$ cat src/rtl/bp_pkg.sv
package bp_pkg;
  localparam int unsigned BP_PC_W = 16;
  localparam int unsigned BP_NUM  = 2;

  typedef enum logic {
    SEL_HOST  = 1'b0,
    SEL_LOCAL = 1'b1
  } bp_sel_e;
endpackage

$ cat src/rtl/bp_reg.sv
module bp_reg #(
  parameter int unsigned W = 16
) (
  input  logic         clk,
  input  logic         rst,
  input  logic         we,
  input  logic [W-1:0] d,
  output logic [W-1:0] q
);
  always_ff @(posedge clk) begin
    if (rst)     q <= '0;
    else if (we) q <= d;
  end
endmodule

$ cat src/rtl/bp_cmp.sv
module bp_cmp #(
  parameter int unsigned W = 16
) (
  input  logic         pc_valid,
  input  logic [W-1:0] pc,
  input  logic [W-1:0] bp_addr,
  output logic         hit
);
  logic armed;
  assign armed = |bp_addr;
  assign hit   = pc_valid && armed && (pc == bp_addr);
endmodule

$ cat src/rtl/bp_flag.sv
module bp_flag (
  input  logic clk,
  input  logic rst,
  input  logic set,
  input  logic clr,
  output logic flag
);
  always_ff @(posedge clk) begin
    if (rst)      flag <= 1'b0;
    else if (clr) flag <= 1'b0;
    else if (set) flag <= 1'b1;
  end

  a_r10_clear: assert property (@(posedge clk) disable iff (rst)
    clr |=> !flag);
  a_r11_clear_wins: assert property (@(posedge clk) disable iff (rst)
    (clr && set) |=> !flag);
  a_r9_sticky: assert property (@(posedge clk) disable iff (rst)
    (flag && !clr) |=> flag);
  a_r5_set: assert property (@(posedge clk) disable iff (rst)
    (set && !clr) |=> flag);
endmodule

$ cat src/rtl/bp_unit.sv
module bp_unit #(
  parameter int unsigned PC_W = bp_pkg::BP_PC_W
) (
  input  logic            clk,
  input  logic            rst,
  input  logic            pc_valid,
  input  logic [PC_W-1:0] pc,
  input  logic            host_wr_en,
  input  logic [PC_W-1:0] host_wr_data,
  output logic [PC_W-1:0] host_rd_data,
  input  logic            cpu_wr_en,
  input  logic            cpu_wr_sel,
  input  logic [PC_W-1:0] cpu_wr_data,
  output logic [PC_W-1:0] cpu_rd_host,
  output logic [PC_W-1:0] cpu_rd_local,
  output logic            bp_irq
);
  import bp_pkg::*;
  localparam int unsigned NUM = BP_NUM;

  logic [PC_W-1:0] host_q, local_q;
  logic [PC_W-1:0] addr_arr [NUM];
  logic [NUM-1:0]  hits;
  logic            local_we, host_clr;

  // Only a write aimed at the local address is accepted from the CPU;
  // the host-facing address has no CPU write path.
  assign local_we = cpu_wr_en && (bp_sel_e'(cpu_wr_sel) == SEL_LOCAL);
  assign host_clr = host_wr_en && (host_wr_data == '0);

  bp_reg #(.W(PC_W)) u_host_reg (
    .clk(clk), .rst(rst), .we(host_wr_en), .d(host_wr_data), .q(host_q)
  );
  bp_reg #(.W(PC_W)) u_local_reg (
    .clk(clk), .rst(rst), .we(local_we), .d(cpu_wr_data), .q(local_q)
  );

  assign addr_arr[0] = host_q;
  assign addr_arr[1] = local_q;

  for (genvar i = 0; i < NUM; i++) begin : g_cmp
    bp_cmp #(.W(PC_W)) u_cmp (
      .pc_valid(pc_valid), .pc(pc), .bp_addr(addr_arr[i]), .hit(hits[i])
    );
  end

  bp_flag u_flag (
    .clk(clk), .rst(rst), .set(|hits), .clr(host_clr), .flag(bp_irq)
  );

  assign host_rd_data = host_q;
  assign cpu_rd_host  = host_q;
  assign cpu_rd_local = local_q;

  a_r2_host_write: assert property (@(posedge clk) disable iff (rst)
    host_wr_en |=> (cpu_rd_host == $past(host_wr_data)));
  a_r3_cpu_no_host_write: assert property (@(posedge clk) disable iff (rst)
    (cpu_wr_en && !cpu_wr_sel && !host_wr_en) |=> $stable(host_rd_data));
  a_r7_needs_valid: assert property (@(posedge clk) disable iff (rst)
    $rose(bp_irq) |-> $past(pc_valid));
  a_r8_zero_pc_no_hit: assert property (@(posedge clk) disable iff (rst)
    (pc_valid && (pc == '0) && !bp_irq) |=> !bp_irq);
endmodule

$ cat config.mk
export PLATFORM = sky130hd
export DESIGN_NAME = bp_unit
export DESIGN_NICKNAME = d
export VERILOG_FILES = /design/src/rtl/bp_pkg.sv /design/src/rtl/bp_reg.sv /design/src/rtl/bp_cmp.sv /design/src/rtl/bp_flag.sv /design/src/rtl/bp_unit.sv
export SDC_FILE = /design/constraint.sdc
export NUM_CORES = 1
export LEC_CHECK = 0
export ABC_AREA = 1
export BUFFER_PORTS_ARGS = -buffer_cell sky130_fd_sc_hd__buf_2
export CAP_MARGIN = 20
export CORE_MARGIN = 2
export CORE_UTILIZATION = 40
export CTS_BUF_LIST = sky130_fd_sc_hd__clkbuf_16
export CTS_CLUSTER_DIAMETER = 150
export CTS_CLUSTER_SIZE = 12
export DETAILED_ROUTE_END_ITERATION = 10
export HOLD_SLACK_MARGIN = 0.02
export PLACE_DENSITY = 0.69
export SYNTH_ARGS = -nofsm -noshare
export SYNTH_HDL_FRONTEND = slang
export SYNTH_HIERARCHICAL = 1
export SYNTH_SLANG_ARGS = --single-unit
$ cat constraint.sdc
create_clock -name clk -period 1.23 [get_ports clk]
set_input_delay 0.246 -clock clk [delete_from_list [all_inputs] [get_ports clk]]
set_output_delay 0.246 -clock clk [all_outputs]
set_load 0.05 [all_outputs]
; ---- Word-level counts from Yosys, hierarchy flattened
; Index checks and enable logic that the tools add are counted.
[op_classes]
eq_ne = 2
reduce_logical = 11
[op_table]
columns = op, count
row1 = $eq A16 B16 Y1, 2
row2 = $reduce_or A16 Y1, 2
row3 = $logic_not A16 Y1, 1
row4 = $logic_and A1 B1 Y1, 6
row5 = $reduce_or A2 Y1, 2
[totals]
regBits = 33
in_bits = 54
out_inout_bits = 49
word_cells = 16

; ---- Longest topological paths before layout
[logic_depth]
word_depth = 4
ltp_mapped = 11

; ---- Cells and area by module
; Netlist, hierarchy kept.
[modules_own_cells]
columns = module, n_inst, cells_each, area_each_um2, seq_area_each_um2
row1 = bp_reg, 2, 101, 670.6, 320.3
row2 = bp_cmp, 2, 96, 376.6, 0.0
row3 = bp_unit, 1, 33, 191.4, 0.0
row4 = bp_flag, 1, 6, 38.8, 20.0

; ---- Worst setup path before layout
; No wires, ideal clock.
[synth_path]
kind = flip-flop to flip-flop
start = register u_local_reg.q[12]
end = register u_flag.flag
setup_time_ns = 0.114
arrival_time_ns = 1.441
path_slack_ns = -0.325
stages_incl_launch_ff = 11
cell_sequence = dfxtp_1 > nand2_1 > nand2_1 > nor2_1 > nand2_1 > nor2_1 > nand2_1 > nor2_2 > or2_2 > nor2_1 > nor2_1
[synth_via]
elab_chain_len = 4
word_cells_on_any_way = 5
cone_classes = 1 x eq/ne / 4 x reduce/logical
[synth_lines]
columns = item, line_no
row1 = start: declaration, bp_reg.sv:8  ; output logic [W-1:0] q
row2 = start signal: assignment, bp_reg.sv:11  ; if (rst) q <= '0;
row3 = start signal: assignment, bp_reg.sv:12  ; else if (we) q <= d;
row4 = $reduce_or A16 Y1, bp_cmp.sv:10  ; assign armed = |bp_addr;
row5 = $logic_and A1 B1 Y1, bp_cmp.sv:11  ; assign hit = pc_valid && armed && (pc == bp_addr);
row6 = $logic_and A1 B1 Y1 *, bp_cmp.sv:11
row7 = via hits[1], bp_unit.sv:23  ; logic [NUM-1:0] hits;
row8 = $reduce_or A2 Y1 *, bp_unit.sv:48  ; .clk(clk), .rst(rst), .set(|hits), .clr(host_clr), .flag(bp_irq)
row9 = end signal: assignment, bp_flag.sv:9  ; if (rst) flag <= 1'b0;
row10 = end signal: assignment, bp_flag.sv:10  ; else if (clr) flag <= 1'b0;
row11 = end signal: assignment, bp_flag.sv:11  ; else if (set) flag <= 1'b1;
row12 = end: declaration, bp_flag.sv:6  ; output logic flag
; Mark *: on every way through the listed nets, which the timed path passes. The rest lies on a longest branch.
; A chain may end at the register's enable or synchronous reset.

; ---- Final worst setup path
[layout_path]
start = register u_local_reg.q[4]
end = register u_flag.flag
; Same word-level chain as after synthesis.

==> run_results.csv <==
group,metric,value,unit
status,status,"finished, violations left",
status,violations,"setup timing",
die,ioPinCount,103,
timing,finalSetupViolations,1,
timing,maxSlewViolCount,0,
clock_tree,clock_sinks,33,
worst_setup_path,required,1.40,ns
timing,timing.slew.headroom,0.7998,
min_path,hp-class,"in2reg",
worst_setup_path,cpMostUsedCell,"nor2_2",
route,routed_via_density,4.300,
route,drt_first_pass_iters,4,
placed_design,pre_cts_slack,-0.05029,ns
power_and_ir_drop,power_density,1065,mW/mm²
timing,hold_slack,0.2584,ns
clock_tree,clockBufferDepth,2,
worst_setup_path,crit_chain,"nor2_2, nand2_1, nor2_1, a21oi_1, nand2_1, nor2_2, or2_4, nor2_2, nor2_1",
worst_setup_path,crit_arrival,1.44,ns
min_path,min_from,"cpu_wr_data[3]",
power_and_ir_drop,power,3.513,mW
power_and_ir_drop,p_leak,1.995,nW
placed_design,post-dp-hpwl,4992,µm
timing,clock-skew-final,0.003414,ns
job,drv_cap,0,
worst_setup_path,reg2reg_from,"u_local_reg/q[4]",
route,wl_per_cell,10.22,µm
finish,antenna_cells,0,
finish,final_nets,597,
timing,period_minus_slack,1.268,ns
power_and_ir_drop,combPwrFrac,0.330,
route,drc,0,
clock_tree,htreeDepth,2,
timing,fin_ws,-0.03816,ns
grt,grt_usage,0.1944,
timing,hold_violations,0,
finish,area_growth,41.93,%
worst_setup_path,path_max_fanout,5,
synth,synth-edff-count,0,
die,start_util,0.4171,
synth,yosys-top-cells-area,"dfxtp_1, nand2_1, nor2_1",
clock_tree,root_buffer,"clkbuf_16",
route,drtAntennaViolNets,0,
synth,netlist_instances,433,
worst_setup_path,cp-end-kind,"flop",
power_and_ir_drop,ir_drop,0.0005721,V
synth,yosysSeqAreaShare,0.2842,
synth,ys.flop_type,"dfxtp_1",
clock_tree,numCtsBuffers,5,
synth,ys_seq_elements,33,
finish,fill_cells,570,
grt,grt_pass1_wl,9818,µm
min_path,hold_end,"u_local_reg/q[3]",
route,drt_iter0_markers,124,
finish,drive_gt1_frac,0.3382,
synth,yosysTopAreaCell,"dfxtp_1",
synth,async_flop_share,0,
worst_setup_path,slowest_delay,0.35,ns
grt,grt_max_degree,33,
worst_setup_path,critPathKind,"reg2reg",
timing,tightest_slew,0.3003,ns
grt,first_global_vias,2290,
power_and_ir_drop,seqPwrFrac,0.346,
synth,ys_warn_count,6,
power_and_ir_drop,intPower,2.257,mW
worst_setup_path,r2r_cells,9,
route,route.vias.total,2649,
synth,synth.most_common_cell,"nand2_1",
synth,syn_avg_cell_area,5.369,µm²
die,die_height,80.24,µm
min_path,hold_depth,5,
timing,fmax,0.7885,GHz
die,rows,27,
synth,synth_top_area_frac,0.2842,
power_and_ir_drop,clockPowerShare,0.324,
timing,tns,-0.03816,ns
placed_design,gp_congestion,0.8677,
grt,antenna_found_initial,0,
clock_tree,clk-insertion-delay-late,0.27,ns
power_and_ir_drop,p_sw,1.256,mW
worst_setup_path,r2r_end,"u_flag/flag",
timing,fin_crit_sh,1.031,
clock_tree,cts.clk_slew.worst_paths,0.05,ns
synth,yosys-top-cells-count,"nand2_1, nor2_1, inv_1, dfxtp_1, buf_4",
grt,grt_overflow,0,
power_and_ir_drop,swShare,0.3575,
clock_tree,cts_tree,"yes",
placed_design,io_buffers,102,
worst_setup_path,start_kind,"flop",
die,die_w,80.24,µm
worst_setup_path,crit_path_top_delay_cell,"dfxtp_4",
synth,synth_cell_types,15,
die,dieArea,0.006438,mm²
timing,rsz0062_at_grt,"yes",
die,core,0.005574,mm²
worst_setup_path,r2r_slack,-0.04,ns
route,drt-total-wl,6298,µm
synth,synth_area,0.002325,mm²
synth,mappedNetlistNets,487,
==> state kept, by name, summed over array words and instances (netlist names) <==
signal and cells:
u_host_reg/q 16, u_local_reg/q 16, u_flag/flag 1
==> area by class of cell <==
class	instances	area, µm²	area share
clock buffers	5	125.1	0.03792
clock inverters	3	11.26	0.003413
inverters	87	326.6	0.09898
multi-input cells	289	1172	0.3553
flip-flops and latches	33	780.7	0.2366
well taps	72	90.09	0.02730
repair buffers	127	793.3	0.2404
==> worst max-delay path by stage <==
stage,from,endpoint,slack (ns),cells after the start
3_5_place_dp,u_host_reg/q[5],u_flag/flag,-0.05,9
4_1_cts,u_host_reg/q[2],u_flag/flag,-0.06,9
2_1_floorplan,u_host_reg/q[5],u_flag/flag,-0.02,9
6_report,u_local_reg/q[4],u_flag/flag,-0.04,9
5_1_grt,u_host_reg/q[1],u_flag/flag,-0.15,9
3_3_place_gp,u_local_reg/q[15],u_flag/flag,-0.02,9
==> layer usage <==
layer | part of all wire | GRT usage | routed length (µm)
met1 | 0.46 | 0.2495 | 2877
met2 | 0.48 | 0.3242 | 3044
met3 | 0.051 | 0.04607 | 323
met4 | 0.0083 | 0.05424 | 52
met5 | 0 | 0 | 0
==> worst max-delay path: cells and delay by family (launching register included) <==
family | cells | cell delay [ns]
and+or+nand+nor | 8 | 0.74
DFF | 1 | 0.35
AOI/OAI and AO/OA | 1 | 0.08
==> metrics by stage <==
stage / instances / instance area (µm²) / utilization
3_3_place_gp: 607 / 3038 / 0.5450
2_1_floorplan: 433 / 2447 / -
4_1_cts: 616 / 3249 / 0.5829
3_5_place_dp: 607 / 3038 / 0.5450
5_1_grt: 616 / 3299 / 0.5919
6_report: 616 / 3299 / 0.5919
==> cells by family (layout without fill, tap and decap cells) <==
group           after synthesis  count (layout)  share of synthesized area
compound gates                8               8                    0.01830
buf+inv                     111             222                     0.2277
simple gates                279             279                     0.4623
xor+xnor                      2               2                   0.007536
flops                        33              33                     0.2842
==> layout by cell type, fill, tap and decap left out <==
master and count:
nor2_4 1, nor2_2 17, nor2_1 97, clkbuf_16 5, o21ai_0 4, nand2_1 157
dfxtp_4 32, or2_4 1, dfxtp_1 1, inv_2 1, buf_4 53, buf_2 69
clkbuf_4 4, nand3_1 5, inv_1 89, a21oi_1 2, o22ai_1 2, nor3b_1 1
xor2_1 2, buf_12 1
==> power groups by stage <==
stage          sequential, mW  combinational (mW)  clock [mW]
2_1_floorplan            1.48               0.550           0
3_3_place_gp             1.23                1.09           0
3_5_place_dp             1.23                1.10           0
4_1_cts                  1.21                1.14        1.17
5_1_grt                  1.23                1.27        1.22
6_report                 1.22                1.16        1.14
==> timing repair <==
| item | CTS | global route |
|---|---|---|
| resized for setup | 27 | 21 |
| pin swaps | 3 | 6 |
| endpoints found under the hold margin | 0 | 0 |
| endpoints found under the setup margin | 26 | 7 |
| buffers inserted | 1 | 0 |
| hold buffers | 0 | 0 |
Power figures use the tool's default switching activity.
